### config.mk
export PLATFORM = sky130hd
export DESIGN_NAME = wdt_rstout
export DESIGN_NICKNAME = d
export VERILOG_FILES = /design/src/rtl/wdt_pkg.sv /design/src/rtl/wdt_key_seq.sv /design/src/rtl/wdt_ext_rst.sv /design/src/rtl/wdt_core_cnt.sv /design/src/rtl/wdt_pulse_gen.sv /design/src/rtl/wdt_rstout.sv
export SDC_FILE = /design/constraint.sdc
export NUM_CORES = 1
export LEC_CHECK = 0
export ABC_AREA = 0
export BUFFER_PORTS_ARGS = -buffer_cell sky130_fd_sc_hd__buf_2
export CORE_MARGIN = 2
export CORE_UTILIZATION = 46
export CTS_BUF_LIST = sky130_fd_sc_hd__clkbuf_4 sky130_fd_sc_hd__clkbuf_8 sky130_fd_sc_hd__clkbuf_16
export CTS_CLUSTER_DIAMETER = 120
export CTS_CLUSTER_SIZE = 8
export DETAILED_ROUTE_END_ITERATION = 6
export GPL_TIMING_DRIVEN = 0
export PLACE_DENSITY_LB_ADDON = 0.1
export SYNTH_ARGS = -nofsm -noshare
export SYNTH_HDL_FRONTEND = slang
export SYNTH_SLANG_ARGS = --single-unit
### constraint.sdc
create_clock -name clk_i -period 3.9 [get_ports clk_i]
set_input_delay 0.585 -clock clk_i [delete_from_list [all_inputs] [get_ports clk_i]]
set_output_delay 0.585 -clock clk_i [all_outputs]
set_load 0.01 [all_outputs]
### src/rtl/wdt_pkg.sv
package wdt_pkg;
  localparam logic [7:0] WDT_SFR_ADDR = 8'hA6;
  localparam logic [7:0] KEY_ARM      = 8'h1E;
  localparam logic [7:0] KEY_FIRE     = 8'hE1;
endpackage

### src/rtl/wdt_key_seq.sv
module wdt_key_seq
  import wdt_pkg::*;
(
  input  logic       clk_i,
  input  logic       rst_ni,
  input  logic       clr_i,
  input  logic       we_i,
  input  logic [7:0] addr_i,
  input  logic [7:0] wdata_i,
  output logic       fire_o
);
  logic armed_q;
  logic hit;

  assign hit    = we_i && (addr_i == WDT_SFR_ADDR);
  assign fire_o = !clr_i && hit && armed_q && (wdata_i == KEY_FIRE);

  always_ff @(posedge clk_i or negedge rst_ni) begin
    if (!rst_ni)      armed_q <= 1'b0;
    else if (clr_i)   armed_q <= 1'b0;
    else if (hit)     armed_q <= (wdata_i == KEY_ARM);
  end


  foreign_addr_chk: assert property (@(posedge clk_i) disable iff (!rst_ni)
    (!clr_i && !(we_i && addr_i == WDT_SFR_ADDR)) |=> $stable(armed_q));

  fire_needs_arm_chk: assert property (@(posedge clk_i) disable iff (!rst_ni)
    fire_o |=> !armed_q);
endmodule

### src/rtl/wdt_ext_rst.sv
module wdt_ext_rst #(
  parameter int EXT_MC = 2,
  localparam int EW = $clog2(EXT_MC + 1)
) (
  input  logic clk_i,
  input  logic rst_ni,
  input  logic block_i,
  input  logic mc_stb_i,
  input  logic ext_rst_i,
  output logic hit_o
);
  logic [EW-1:0] seen_q;

  always_ff @(posedge clk_i or negedge rst_ni) begin
    if (!rst_ni)                          seen_q <= '0;
    else if (block_i || !ext_rst_i)       seen_q <= '0;
    else if (mc_stb_i && seen_q != EW'(EXT_MC)) seen_q <= seen_q + 1'b1;
  end

  assign hit_o = (seen_q == EW'(EXT_MC));


  ext_hit_level_chk: assert property (@(posedge clk_i) disable iff (!rst_ni)
    hit_o |-> $past(ext_rst_i));
endmodule

### src/rtl/wdt_core_cnt.sv
module wdt_core_cnt #(
  parameter int CNT_W = 14
) (
  input  logic clk_i,
  input  logic rst_ni,
  input  logic clr_i,
  input  logic fire_i,
  input  logic mc_stb_i,
  input  logic idle_i,
  input  logic pd_i,
  input  logic wake_n_i,
  input  logic idle_halt_i,
  output logic en_o,
  output logic ovf_o
);
  localparam logic [CNT_W-1:0] LAST = {{(CNT_W-1){1'b1}}, 1'b0};

  logic             en_q;
  logic [CNT_W-1:0] cnt_q;
  logic             pd_hold_q;
  logic             run, tick;

  // count stays frozen after power-down until the wake line is back high
  always_ff @(posedge clk_i or negedge rst_ni) begin
    if (!rst_ni)       pd_hold_q <= 1'b0;
    else if (pd_i)     pd_hold_q <= 1'b1;
    else if (wake_n_i) pd_hold_q <= 1'b0;
  end

  assign run   = !pd_i && !pd_hold_q && !(idle_i && idle_halt_i);
  assign tick  = en_q && mc_stb_i && run;
  assign ovf_o = !clr_i && !fire_i && tick && (cnt_q == LAST);
  assign en_o  = en_q;

  always_ff @(posedge clk_i or negedge rst_ni) begin
    if (!rst_ni) begin
      en_q  <= 1'b0;
      cnt_q <= '0;
    end else if (clr_i || ovf_o) begin
      en_q  <= 1'b0;
      cnt_q <= '0;
    end else if (fire_i) begin
      en_q  <= 1'b1;
      cnt_q <= '0;
    end else if (tick) begin
      cnt_q <= cnt_q + 1'b1;
    end
  end


  stay_armed_chk: assert property (@(posedge clk_i) disable iff (!rst_ni)
    (en_q && !clr_i && !ovf_o) |=> en_q);

  idle_freeze_chk: assert property (@(posedge clk_i) disable iff (!rst_ni)
    (idle_i && idle_halt_i && !clr_i && !fire_i) |=> $stable(cnt_q));

  pd_freeze_chk: assert property (@(posedge clk_i) disable iff (!rst_ni)
    (pd_i && !clr_i && !fire_i) |=> $stable(cnt_q));

  idle_zero_chk: assert property (@(posedge clk_i) disable iff (!rst_ni)
    !en_q |-> (cnt_q == '0));
endmodule

### src/rtl/wdt_pulse_gen.sv
module wdt_pulse_gen #(
  parameter int PULSE_LEN = 98,
  localparam int PW = $clog2(PULSE_LEN + 1)
) (
  input  logic clk_i,
  input  logic rst_ni,
  input  logic ovf_i,
  input  logic out_dis_i,
  output logic active_o,
  output logic pin_o
);
  logic [PW-1:0] left_q;

  always_ff @(posedge clk_i or negedge rst_ni) begin
    if (!rst_ni)             left_q <= '0;
    else if (ovf_i)          left_q <= PW'(PULSE_LEN);
    else if (left_q != '0)   left_q <= left_q - 1'b1;
  end

  assign active_o = (left_q != '0);
  assign pin_o    = active_o && !out_dis_i;


  pulse_start_chk: assert property (@(posedge clk_i) disable iff (!rst_ni)
    ovf_i |=> (left_q == PW'(PULSE_LEN)));

  pulse_end_chk: assert property (@(posedge clk_i) disable iff (!rst_ni)
    (left_q == PW'(1) && !ovf_i) |=> !active_o);

  pin_quiet_chk: assert property (@(posedge clk_i) disable iff (!rst_ni)
    out_dis_i |-> !pin_o);
endmodule

### src/rtl/wdt_rstout.sv
module wdt_rstout #(
  parameter int CNT_W     = 14,
  parameter int PULSE_LEN = 98,
  parameter int EXT_MC    = 2
) (
  input  logic       clk_i,
  input  logic       rst_ni,
  input  logic       mc_stb_i,
  input  logic       ext_rst_i,
  input  logic       sfr_we_i,
  input  logic [7:0] sfr_addr_i,
  input  logic [7:0] sfr_wdata_i,
  input  logic       idle_i,
  input  logic       pd_i,
  input  logic       wake_n_i,
  input  logic       rst_out_dis_i,
  input  logic       idle_halt_i,
  output logic       rst_req_o,
  output logic       rst_pin_o
);
  logic pulse_on, ext_hit, clr, fire, en, ovf;

  assign clr = pulse_on || ext_hit;

  wdt_key_seq u_key (
    .clk_i, .rst_ni, .clr_i(clr), .we_i(sfr_we_i),
    .addr_i(sfr_addr_i), .wdata_i(sfr_wdata_i), .fire_o(fire)
  );

  wdt_ext_rst #(.EXT_MC(EXT_MC)) u_ext (
    .clk_i, .rst_ni, .block_i(pulse_on), .mc_stb_i,
    .ext_rst_i, .hit_o(ext_hit)
  );

  wdt_core_cnt #(.CNT_W(CNT_W)) u_cnt (
    .clk_i, .rst_ni, .clr_i(clr), .fire_i(fire), .mc_stb_i,
    .idle_i, .pd_i, .wake_n_i, .idle_halt_i, .en_o(en), .ovf_o(ovf)
  );

  wdt_pulse_gen #(.PULSE_LEN(PULSE_LEN)) u_pulse (
    .clk_i, .rst_ni, .ovf_i(ovf), .out_dis_i(rst_out_dis_i),
    .active_o(pulse_on), .pin_o(rst_pin_o)
  );

  assign rst_req_o = pulse_on;


  disarmed_in_pulse_chk: assert property (@(posedge clk_i) disable iff (!rst_ni)
    $rose(rst_req_o) |-> !en);

  ext_disarm_chk: assert property (@(posedge clk_i) disable iff (!rst_ni)
    ext_hit |=> !en);
endmodule

==> impl_metrics.toml <==
[synth]
synth_area_leader_cell = "dfrtp_1"
ys_ff_latch = 26
ys_types = 40
synthFlopType = "dfrtp_1"
synth_edf_count = 0
synth_nets = 190
avgSynthCellArea_um2 = 9.38
ys_async_sr_fraction_pct = 100
syn-cell-area_um2 = 1490
syn_inst = 159
seq_area_frac_synth_pct = 43.6
synthTopCellsByArea = "dfrtp_1 44%, nand2_1 5.0%, xnor2_1 4.7%"
synthDominantCellAreaShare_pct = 43.6
yosysWarnings = 0

[clock_tree]
postCtsSetupBuffers = 0
cts_buffers = 3
htree_levels = 1
clock_latency_ps = 320
cts_tree = "yes"
clockBufferDepth = 2
cts.sink_count = 26
cts_resized = 0
cts_hold_buf = 0
clk_pin_slew_worst_paths_ps = 140
clockRootBuffer = "clkbuf_4"

[global_route]
grt_usage_pct = 18.3
grt_pass1_wl_mm = 5.04
grt_pass1_vias = 1142
grt_max_degree = 27
antenna_found_initial = 0
gr-total-overflow = 0

[floorplanning]
die_h_um = 60.9
rows = 20
ioPinCount = 28
die-area_um2 = 3710
die_x_um = 60.9
design.core.area_um2 = 3080
initial_core_util_pct = 48.5

[setup_path]
worstReg2RegStart = "u_pulse.left_q[3]$_DFFE_PN0P_"
arrival_ps = 1740
worstReg2RegEnd = "u_pulse.left_q[0]$_DFFE_PN0P_"
critPathLaunchType = "flop"
crit_path_max_fanout = 7
timing.critical_path.buf_inv = 3
worstPathRequired_ps = 3310
r2r_setup_slack_ps = 1760
path_class = "flop to output port"
slowest_stage = "dfrtp_1"
path_cells = "nor3_1 -> and3_1 -> buf_4 -> clkinv_2 -> buf_2"
crit_family = "simple AND/OR/NAND/NOR gates"
cpPeakStageDelay_ps = 440
cp-end-kind = "output port"
r2r_cells = 5

[power_and_ir_drop]
p_leak_nw = 0.702
p_int_uw = 340
p_sw_share_pct = 21.4
p_switching_uw = 92.7
combPwrFrac_pct = 5.7
power.share.clock_pct = 31.7
p_seq_share_pct = 62.6
vdd_ir_drop_max_mv = 0.132
cellPowerDensity_nw_per_um2 = 252

[sta]
worstMarginPinSlew_ps = 593
fmax_ghz = 0.431
timing.final.crit_period_ps = 2320
fin_setup_tns_ps = 0
timing.final.crit_share_pct = 59.5
drv_slew = 0
finalHoldViolCount = 0
setup_viol = 0
rsz0062_at_grt = "false"
hold_ws_ps = 240
maxSlewHeadroom_pct = 59.5
fin_skew_ps = 4.81

[finish]
finalInstanceArea_um2 = 1720
nets = 222
drive_above_1_share_pct = 20.0
fin_util_pct = 55.8
final_common_cell = "buf_2"
area_growth_pct = 15.2
antenna_cells = 0
final_cell_mix = "27 x buf_2, 26 x dfrtp_1, 20 x nand2_1"
fillers = 311

[place]
port_buffers = 27
gp_congestion = 0.760
placed_cell_area_um2 = 1680
dp_hpwl_mm = 2.29

[routing]
remaining_drc_errors = 0
post_drt_wl_per_cell_um = 12.9
route.vias.total = 1245
drt-vias-per-instance = 5.32
drt_pass1_iterations = 4
ant_nets = 0
drtIter0Drc = 53
routed_wl_mm = 3.03

[worst_hold_path]
holdCritPathClass = "input pin to asynchronous set/reset pin"

[flow_run]
max_cap_viol_count = 0

[outcome]
run_status = "finished, final reports clean"
-- per-layer routing --
metal	vias to the layer above	track usage, %	share of wire, %
met5	-	0	0
met4	0	5.59	1.4
met3	4	2.56	4.6
met2	31	30.0	46
met1	588	25.2	48
li1	622	-	-
-- worst register-to-register path: cells and delay by family (launching register included) --
| family | cells | cell delay, ps |
|---|---|---|
| flops | 1 | 440 |
| simple gates | 4 | 1190 |
| compound gates | 1 | 420 |
-- registers in the layout, summed over array words and instances (netlist names) --
signal           flops
u_cnt.cnt_q         14
u_cnt.en_o           1
u_cnt.pd_hold_q      1
u_ext.seen_q         2
u_key.armed_q        1
u_pulse.left_q       7
-- how the worst max path moves through the flow --
stage	startpoint	endpoint	slack [ps]	depth (start not counted)
floorplan	sfr_wdata_i[2]	u_cnt.cnt_q[11]$_DFFE_PN0P_	1970	5
global placement	pd_i	u_cnt.cnt_q[13]$_DFFE_PN0P_	1640	7
detailed placement	sfr_wdata_i[2]	u_cnt.cnt_q[11]$_DFFE_PN0P_	1520	6
CTS	u_pulse.left_q[3]$_DFFE_PN0P_	rst_req_o	1570	5
global route	u_pulse.left_q[3]$_DFFE_PN0P_	rst_req_o	1470	5
finish	u_pulse.left_q[3]$_DFFE_PN0P_	rst_req_o	1580	5
-- layout make-up --
cell class,count,area (um^2),area share (%)
multi-input combinational,123,798,46.5
sequential,26,651,37.9
timing repair buffer,27,135,7.87
tap,44,55.1,3.20
clock buffer,4,36.3,2.11
inverter,8,31.3,1.82
buffer,2,11.3,0.655
-- metrics by stage --
step	setup WS [ps]	power (mW)	std cells
after CTS	1570	0.437	234
after global placement	1640	0.300	230
after floorplan	1970	0.281	159
after detailed placement	1520	0.301	230
after global routing	1470	0.452	234
final	1580	0.433	234
-- kinds of logic after synthesis --
logic type / Yosys count / synth area share (%)
buffers and inverters: 10 / 2.85
adder cells (fa/ha/maj): 5 / 4.19
multiplexers: 6 / 4.03
XOR/XNOR: 12 / 7.05
flip-flops: 26 / 43.6
AND/OR/NAND/NOR: 86 / 31.5
AO/OA/AOI/OAI: 14 / 6.71
-- power by group through the flow --
stage,Clock [mW],Sequential (mW),Combinational [mW]
after floorplan,0,0.276,0.00555
after global placement,0,0.276,0.0243
after detailed placement,0,0.276,0.0253
after CTS,0.141,0.271,0.0255
after global routing,0.153,0.271,0.0278
final,0.137,0.271,0.0246
-- Yosys cell counts (all sizes together) (2+ instances only) --
master   number
dfrtp        26
nand2        20
nor2         16
nand3        11
nor3          9
xnor2         8
inv           7
mux2i         6
a21oi         5
ha            5
nand2b        5
nand4         5
xor2          4
and4          3
nor3b         3
a2111oi       2
a211oi        2
a21boi        2
and4b         2
nand4b        2
nor4          2
Note: power is estimated with default switching activity, not from simulation.
